<file path="config.mk">
export PLATFORM = sky130hd
export DESIGN_NAME = cell_pace_timer
export DESIGN_NICKNAME = d
export VERILOG_FILES = /design/src/rtl/pace_pkg.sv /design/src/rtl/pace_setting.sv /design/src/rtl/pace_prescaler.sv /design/src/rtl/pace_counter.sv /design/src/rtl/cell_pace_timer.sv
export SDC_FILE = /design/constraint.sdc
export NUM_CORES = 1
export LEC_CHECK = 0
export CORE_UTILIZATION = 61
export CTS_CLUSTER_DIAMETER = 40
export DETAILED_ROUTE_END_ITERATION = 10
export GPL_TIMING_DRIVEN = 0
export PLACE_DENSITY = 0.8
export SETUP_SLACK_MARGIN = 0.4
export SYNTH_ARGS = -nofsm -noshare
export SYNTH_HDL_FRONTEND = slang
export SYNTH_SLANG_ARGS = --single-unit
</file>
<file path="constraint.sdc">
create_clock -name clk -period 5.3 [get_ports clk]
set_clock_uncertainty 0.05 [all_clocks]
set_input_delay 0.53 -clock clk [delete_from_list [all_inputs] [get_ports clk]]
set_output_delay 0.53 -clock clk [all_outputs]
set_load 0.005 [all_outputs]
</file>
<file path="src/rtl/pace_pkg.sv">
package pace_pkg;
  localparam int PRE_W   = 4;
  localparam int DIV_W   = 4;
  localparam int WORD_W  = PRE_W + DIV_W;
  localparam int CNT_W   = PRE_W + 1;
  localparam int DIV_TOP = (1 << DIV_W) - 2;
  localparam int PS_W    = (DIV_TOP < 1) ? 1 : DIV_TOP;

  localparam logic [DIV_W-1:0] DIV_OFF = '1;

  typedef struct packed {
    logic [DIV_W-1:0] div;
    logic [PRE_W-1:0] pre;
  } pace_cfg_t;

  function automatic logic is_off(input logic [DIV_W-1:0] d);
    return d == DIV_OFF;
  endfunction

  function automatic logic [CNT_W-1:0] preload_of(input logic [PRE_W-1:0] c);
    return {1'b0, c} + CNT_W'(1);
  endfunction

  function automatic logic [PS_W-1:0] ps_mask(input logic [DIV_W-1:0] d);
    logic [PS_W:0] one;
    one = (PS_W+1)'(1);
    if (is_off(d)) return '0;
    return PS_W'((one << d) - (PS_W+1)'(1));
  endfunction
endpackage

</file>
<file path="src/rtl/pace_setting.sv">
module pace_setting
  import pace_pkg::*;
(
  input  logic      clk,
  input  logic      rst_n,
  input  logic      cfg_wr,
  input  pace_cfg_t cfg_in,
  input  logic      reload,
  output pace_cfg_t active,
  output pace_cfg_t nxt
);
  pace_cfg_t act_q;
  pace_cfg_t pend_q;
  logic      pend_v;

  always_comb begin
    if (cfg_wr)      nxt = cfg_in;
    else if (pend_v) nxt = pend_q;
    else             nxt = act_q;
  end

  always_ff @(posedge clk or negedge rst_n) begin
    if (!rst_n) begin
      act_q  <= '{div: DIV_OFF, pre: '0};
      pend_q <= '{div: DIV_OFF, pre: '0};
      pend_v <= 1'b0;
    end else if (reload) begin
      act_q  <= nxt;
      pend_v <= 1'b0;
    end else if (cfg_wr) begin
      pend_q <= cfg_in;
      pend_v <= 1'b1;
    end
  end

  assign active = act_q;
endmodule

</file>
<file path="src/rtl/pace_prescaler.sv">
module pace_prescaler
  import pace_pkg::*;
(
  input  logic            clk,
  input  logic            rst_n,
  input  logic            en,
  input  logic            clr,
  input  logic [PS_W-1:0] mask,
  output logic            step,
  output logic [PS_W-1:0] cnt
);
  logic [PS_W-1:0] cnt_q;

  assign step = en && (cnt_q == mask);

  always_ff @(posedge clk or negedge rst_n) begin
    if (!rst_n)    cnt_q <= '0;
    else if (clr)  cnt_q <= '0;
    else if (en)   cnt_q <= step ? '0 : cnt_q + PS_W'(1);
  end

  assign cnt = cnt_q;
endmodule

</file>
<file path="src/rtl/pace_counter.sv">
module pace_counter
  import pace_pkg::*;
(
  input  logic             clk,
  input  logic             rst_n,
  input  logic             load,
  input  logic [CNT_W-1:0] load_val,
  input  logic             step,
  output logic             expire,
  output logic [CNT_W-1:0] cnt
);
  logic [CNT_W-1:0] cnt_q;

  assign expire = step && (cnt_q == CNT_W'(1));

  always_ff @(posedge clk or negedge rst_n) begin
    if (!rst_n)     cnt_q <= CNT_W'(1);
    else if (load)  cnt_q <= load_val;
    else if (step)  cnt_q <= cnt_q - CNT_W'(1);
  end

  assign cnt = cnt_q;
endmodule

</file>
<file path="src/rtl/cell_pace_timer.sv">
module cell_pace_timer
  import pace_pkg::*;
(
  input  logic              clk,
  input  logic              rst_n,
  input  logic              base_en,
  input  logic              cfg_wr,
  input  logic [WORD_W-1:0] cfg_word,
  output logic              emit
);
  pace_cfg_t        cfg_in;
  pace_cfg_t        active;
  pace_cfg_t        nxt;
  logic             timer_on;
  logic             run_en;
  logic             apply_idle;
  logic             reload;
  logic             step;
  logic             expire;
  logic [PS_W-1:0]  ps_mask_w;
  logic [PS_W-1:0]  presc_q;
  logic [CNT_W-1:0] cnt_q;
  logic [CNT_W-1:0] load_val;

  assign cfg_in     = pace_cfg_t'(cfg_word);
  assign timer_on   = !is_off(active.div);
  assign run_en     = base_en && timer_on;
  assign apply_idle = cfg_wr && !timer_on;
  assign reload     = expire || apply_idle;
  assign ps_mask_w  = ps_mask(active.div);
  assign load_val   = preload_of(nxt.pre);

  pace_setting u_setting (
    .clk    (clk),
    .rst_n  (rst_n),
    .cfg_wr (cfg_wr),
    .cfg_in (cfg_in),
    .reload (reload),
    .active (active),
    .nxt    (nxt)
  );

  pace_prescaler u_presc (
    .clk   (clk),
    .rst_n (rst_n),
    .en    (run_en),
    .clr   (reload),
    .mask  (ps_mask_w),
    .step  (step),
    .cnt   (presc_q)
  );

  pace_counter u_cnt (
    .clk      (clk),
    .rst_n    (rst_n),
    .load     (reload),
    .load_val (load_val),
    .step     (step),
    .expire   (expire),
    .cnt      (cnt_q)
  );

  assign emit = expire;
endmodule

</file>
Yosys cells after proc, flatten, opt, wreduce, memory -nomap -nowiden
Cells that the tools add are included.
{"block": "word_totals", "reg_bits": 36, "input_bits": 12, "wordCells": 40}
{"block": "op_classes", "n_addsub": 4, "n_eq_ne": 3, "shift": 1, "mux": 12, "bitwise_logic": 1, "n_reduce_logical": 12}
{"cell": "$mux 14", "count": 5}
{"cell": "$mux 8", "count": 2}
{"cell": "$add 14x1->14 const B", "count": 1}
{"cell": "$eq 14x14->1", "count": 1}
{"cell": "$shl 1x4->14 const A", "count": 1}
{"cell": "$sub 14x1->14 const B", "count": 1}
{"cell": "$mux 5", "count": 2}
{"cell": "$reduce_bool 2->1", "count": 4}
{"cell": "$add 4x1->5 const B", "count": 1}
{"cell": "$eq 5x1->1 const B", "count": 1}
{"cell": "$sub 5x1->5 const B", "count": 1}
{"cell": "$eq 4x4->1 const B", "count": 1}
{"cell": "$logic_and 1x1->1", "count": 4}
{"cell": "$reduce_and 2->1", "count": 2}
{"cell": "$mux 1", "count": 3}
{"cell": "$logic_not 1->1", "count": 1}
{"cell": "$logic_or 1x1->1", "count": 1}
{"cell": "$not 1->1", "count": 1}

Longest topological paths before layout
{"block": "logic_depth", "depth_word": 9, "mapped_depth": 17, "ltp_nobuf": 10}

By module
A second synthesis with hierarchy kept.
{"block": "hier_totals", "cells_unflattened": 284, "hier_area_um2": 2577.5}
{"mod": "pace_setting", "n_inst": 1, "cells_per_inst": 92, "area_per_inst_um2": 944.7, "seq_area_each_um2": 435.4}
{"mod": "pace_prescaler", "n_inst": 1, "cells_per_inst": 97, "area_per_inst_um2": 895.9, "seq_area_each_um2": 350.3}
{"mod": "cell_pace_timer", "n_inst": 1, "cells_per_inst": 65, "area_per_inst_um2": 434.2, "seq_area_each_um2": 0.0}
{"mod": "pace_counter", "n_inst": 1, "cells_per_inst": 30, "area_per_inst_um2": 302.8, "seq_area_each_um2": 126.4}

Worst setup path after synthesis
OpenSTA, ideal clock, no wires.
{"block": "synth_timing", "kind": "reg2reg", "startpoint": "register u_setting.act_q (netlist bit u_setting.active[4])", "endpoint": "register u_setting.pend_q[0] (netlist bit)", "setup_time_ns": 0.125, "arrival_ns": 3.755, "path_slack_ns": 1.371, "stages_incl_launch_ff": 15, "path_buffers": 5, "period_less_slack_ns": 3.929, "cell_sequence": "dfstp_2 -> buf_2 -> buf_4 -> buf_2 -> or4_1 -> ha_1 -> buf_2 -> nor2b_1 -> a32o_1 -> or3_1 -> a2111oi_0 -> nand4bb_1 -> clkbuf_1 -> o211ai_2 -> mux2_2"}
{"block": "synth_between", "elab_chain_len": 9, "elab_cells_between_ends": 14, "cone_classes": "add/sub: 1; eq/ne: 2; shift: 1; mux: 2; bitwise: 1; reduce/logical: 7"}
{"element": "start, declared", "line": "pace_setting.sv:12", "rtl": "pace_cfg_t act_q;"}
{"element": "start signal, assigned", "line": "pace_setting.sv:24", "rtl": "act_q <= '{div: DIV_OFF, pre: '0};"}
{"element": "start signal, assigned", "line": "pace_setting.sv:28", "rtl": "act_q <= nxt;"}
{"element": "$shl 1x4->14 or $eq 4x4->1 (tied branches)", "line": "pace_pkg.sv:28, pace_pkg.sv:17"}
{"element": "$sub 14x1->14 or $mux 1 (tied branches)", "line": "pace_pkg.sv:28, pace_pkg.sv:27"}
{"element": "$mux 14", "line": "pace_pkg.sv:28", "rtl": "return PS_W'((one << d) - (PS_W+1)'(1));"}
{"element": "$eq 14x14->1", "line": "pace_prescaler.sv:14", "rtl": "assign step = en && (cnt_q == mask);"}
{"element": "$logic_and 1x1->1", "line": "pace_prescaler.sv:14"}
{"element": "$logic_and 1x1->1", "line": "pace_counter.sv:14", "rtl": "assign expire = step && (cnt_q == CNT_W'(1));"}
{"element": "$logic_or 1x1->1 (*)", "line": "cell_pace_timer.sv:29", "rtl": "assign reload = expire || apply_idle;"}
{"element": "$not 1->1 (no line) (*)"}
{"element": "$reduce_and 2->1 (no line) (*)"}
{"element": "end signal, assigned", "line": "pace_setting.sv:25", "rtl": "pend_q <= '{div: DIV_OFF, pre: '0};"}
{"element": "end signal, assigned", "line": "pace_setting.sv:31", "rtl": "pend_q <= cfg_in;"}
{"element": "end, declared", "line": "pace_setting.sv:13", "rtl": "pace_cfg_t pend_q;"}
Every way passes the cells marked *; elsewhere a longest branch is shown, timed or not.
A chain may end at the register's enable or synchronous reset.

Worst setup path after layout
{"block": "layout_timing", "startpoint": "register u_setting.act_q (netlist bit u_setting.active[7])", "endpoint": "output port emit"}
{"block": "layout_between", "elab_chain_len": 6, "elab_cells_between_ends": 10, "cone_classes": "add/sub: 1; eq/ne: 2; shift: 1; mux: 2; reduce/logical: 4"}
{"element": "$shl 1x4->14 or $eq 4x4->1 (tied branches)", "line": "pace_pkg.sv:28, pace_pkg.sv:17"}
{"element": "$sub 14x1->14 or $mux 1 (tied branches)", "line": "pace_pkg.sv:28, pace_pkg.sv:27"}
{"element": "$mux 14", "line": "pace_pkg.sv:28"}
{"element": "$eq 14x14->1", "line": "pace_prescaler.sv:14"}
{"element": "$logic_and 1x1->1 (*)", "line": "pace_prescaler.sv:14"}
{"element": "$logic_and 1x1->1 (*)", "line": "pace_counter.sv:14"}
{"element": "end, declared", "line": "cell_pace_timer.sv:9", "rtl": "output logic emit"}
Marked as above.

==> impl_metrics.tcl <==
set metrics [dict create \
    period_share_pct 87.5 \
    crit_path_start "u_setting.active[7]" \
    synth_most_common_cell "nand2_1" \
    place.gp.congestion 0.997 \
    critPathCaptureType "output pin" \
    ff2ff_setup_slack_ns 0.75 \
    wire_per_inst_um 17.0 \
    synth_ff_type "dfrtp_1" \
    clock_path_buffers 2 \
    clock_latency_ns 0.30 \
    crit_path_end "emit" \
    drive_gt1_share_pct 15.5 \
    worstMarginPinSlew_ns 1.19 \
    num_antenna_cells 0 \
    portBuffers 11 \
    multi_input_area_um2 1700 \
    synth_edf_count 0 \
    first_global_vias 2267 \
    grt_util_met2_pct 41.2 \
    hold_violations 0 \
    critPathMaxStageDelay_ns 0.60 \
    cts_buffers 5 \
    crit_chain "buf_2 -> clkbuf_2 -> inv_1 -> nand3_1 -> ha_1 -> buf_2 -> or4b_2 -> a21boi_1 -> or4_1 -> nand4_1 -> nor4_2 -> and4_1 -> clkdlybuf4s50_1" \
    grt_max_degree 37 \
    cts_tree "done" \
    final_nets 352 \
    synth_fp_nets 334 \
    p_sw_uw 201 \
    area_growth_pct 10.5 \
    worstPathArrival_ns 4.06 \
    period_needed_ns 4.64 \
    vias 2510 \
    ir_drop_uv 174 \
    cts_sinks 36 \
    drtIter0Drc 163 \
    top_usage_layer "met1" \
    htree_levels 2 \
    die_x_um 69.3 \
    via_per_inst 6.47 \
    synthCells 317 \
    cp_common_cell "buf_2" \
    r2r_end "u_setting.pend_q[3]" \
    p_leak_nw 1.25 \
    finalSetupViolations 0 \
    rr_worst_depth 14 \
    ys_seq_area_share_pct 33.0 \
    drv_cap 0 \
    cp_slowest_cell "or4b_2" \
    die_y_um 69.3 \
    power_density_nw_per_um2 229 \
    drt_wl_total_um 6590 \
    grtUsageTotal_pct 28.8 \
    floorplan.die_area_um2 4800 \
    critPathRequiredTime_ns 4.72 \
    synthTopCellsByArea "dfrtp_1, dfstp_2, mux2_2" \
    coreArea_um2 4350 \
    dp.cells 380 \
    syn-cell-area_um2 2760 \
    place_hpwl_um 4810 \
    use_met1_pct 43.5 \
    slew_headroom_pct 19.8 \
    fp-row-count 24 \
    clockPowerShare_pct 35.1 \
    dp_slack_ns 0.684 \
    grt_overflow 0 \
    slew_viol_final 0 \
    start_util_pct 63.4 \
    cts_root_buffer "clkbuf_8" \
    fmax_mhz 216 \
    drc 0 \
    firstDrtPassIters 5 \
    antenna_found_initial 0 \
    grt_pass1_wl_um 11000 \
    postCtsHoldBufs 0 \
    p_seq_share_pct 47.1 \
    start_kind "register" \
    rsz0062_at_grt "no" \
    postRouteAntennaNets 0 \
    ctsResizeCount 0 \
    avgSynthCellArea_um2 8.71 \
    switching_share_pct 28.8 \
    clkSlewWorstSetupHoldPaths_ns 0.08 \
    ys.warnings.count 0 \
    synth_area_leader_cell "dfrtp_1" \
    grtUsageMet3_pct 5.96 \
    stdcell_count 388 \
    power.total_uw 698 \
    hold_path_class "input port to async pin" \
    io_pins 13 \
    fin_setup_tns_ns 0 \
    setup_ws_ns 0.663 \
    ys_types 70 \
    fillers 322 \
    yosys-top-cells-count "nand2_1, dfrtp_1, nor2_1" \
    crit_type "register to output pin" \
    ff_latch_area_um2 912 \
    async_flop_share_pct 100 \
    r2r-start "u_setting.active[7]" \
    ys_seq_elements 36 \
    synth_top_area_share_pct 24.5 \
    cts_setup_buffers 0 \
    p_comb_share_pct 17.8 \
    worstPathMaxFanout 10 \
    internal-power_uw 497 \
    status "finished, final reports clean" \
]
-- flip-flops by register name, summed over array words and instances, names as in the netlist --
signal	cells
u_presc.cnt	14
u_setting.pend_v	1
u_setting.pend_q	8
u_cnt.cnt	5
u_setting.active	8
-- how the worst min path moves through the flow --
stage                   startpoint                  end  slack [ns]  cells after the start
4_1_cts                      rst_n         u_cnt.cnt[3]        0.31                      1
3_5_place_dp   u_setting.pend_q[7]  u_setting.pend_q[7]        0.43                      2
6_report                     rst_n         u_cnt.cnt[3]        0.26                      1
3_3_place_gp   u_setting.pend_q[7]  u_setting.pend_q[7]        0.42                      2
2_1_floorplan                rst_n         u_cnt.cnt[1]        0.18                      0
5_1_grt                      rst_n  u_setting.pend_q[1]        0.34                      1
-- power by group through the flow --
| stage | clock [mW] | sequential [mW] | combinational (mW) |
|---|---|---|---|
| 2_1_floorplan | 0 | 0.324 | 0.0886 |
| 4_1_cts | 0.250 | 0.328 | 0.123 |
| 6_report | 0.245 | 0.329 | 0.124 |
| 3_5_place_dp | 0 | 0.333 | 0.122 |
| 5_1_grt | 0.260 | 0.331 | 0.137 |
| 3_3_place_gp | 0 | 0.332 | 0.120 |
-- cell families after synthesis --
kind of cell               count (synthesis)  share of synthesized area [%]
and+or+nand+nor                          138                           28.0
AOI/OAI and AO/OA                         66                           17.5
DFF                                       36                           33.0
buffers and inverters                     34                           5.66
muxes                                     20                           7.84
xor gates and xnor gates                  18                           5.71
adders and majority gates                  5                           2.26
-- cell usage in the layout (no fill, tap or decap), types with 3 or more instances in the layout --
master           count
nor2_1              26
o21ai_0             14
nand4_1              7
ha_1                 5
clkbuf_8             5
nand2b_1             3
nand2_1             33
o211ai_1             3
nand3b_1             3
mux2_2              13
nor3_1               5
dfrtp_1             27
a22oi_1              5
mux2i_1              7
and2_1               7
inv_1               11
or3_1                4
or4_1                3
and4_1               5
buf_2                9
dfstp_2              9
nor2b_1              5
xnor2_1              8
nand4b_1             3
a21oi_1              7
nor4b_1              4
clkdlybuf4s50_1     10
xor2_1              10
nand3_1             13
o221ai_1             5
clkbuf_1            10
-- worst max-delay path, delay by kind of cell (launching register included) --
| family | cells | cell delay [ns] |
|---|---|---|
| AND/OR/NAND/NOR | 6 | 1.56 |
| buffers and inverters | 5 | 1.29 |
| AO/OA/AOI/OAI | 1 | 0.22 |
| flip-flops | 1 | 0.56 |
| adder cells (fa/ha/maj) | 1 | 0.14 |
-- layout make-up --
class	instances	area share, %
multi-input combinational	247	55.7
sequential	36	29.9
buffer	23	3.81
timing repair buffer	11	3.44
clock buffer	5	2.26
tap	52	2.13
clock inverter	3	1.39
inverter	11	1.35
-- metrics by stage --
step / hold slack, ns / utilization [%] / instance area, um^2
CTS: 0.307 / 69.9 / 3040
detailed placement: 0.432 / 67.4 / 2930
global route: 0.341 / 70.1 / 3050
finish: 0.258 / 70.1 / 3050
global placement: 0.425 / 67.5 / 2940
floorplan: 0.184 / - / 2760
-- per-layer routing --
metal | wire [um] | vias to the layer above
met5 | 0 | -
met4 | 93 | 0
met1 | 3220 | 1187
met2 | 2780 | 109
met3 | 495 | 9
li1 | - | 1205
Note: power is estimated with default switching activity, not from simulation.
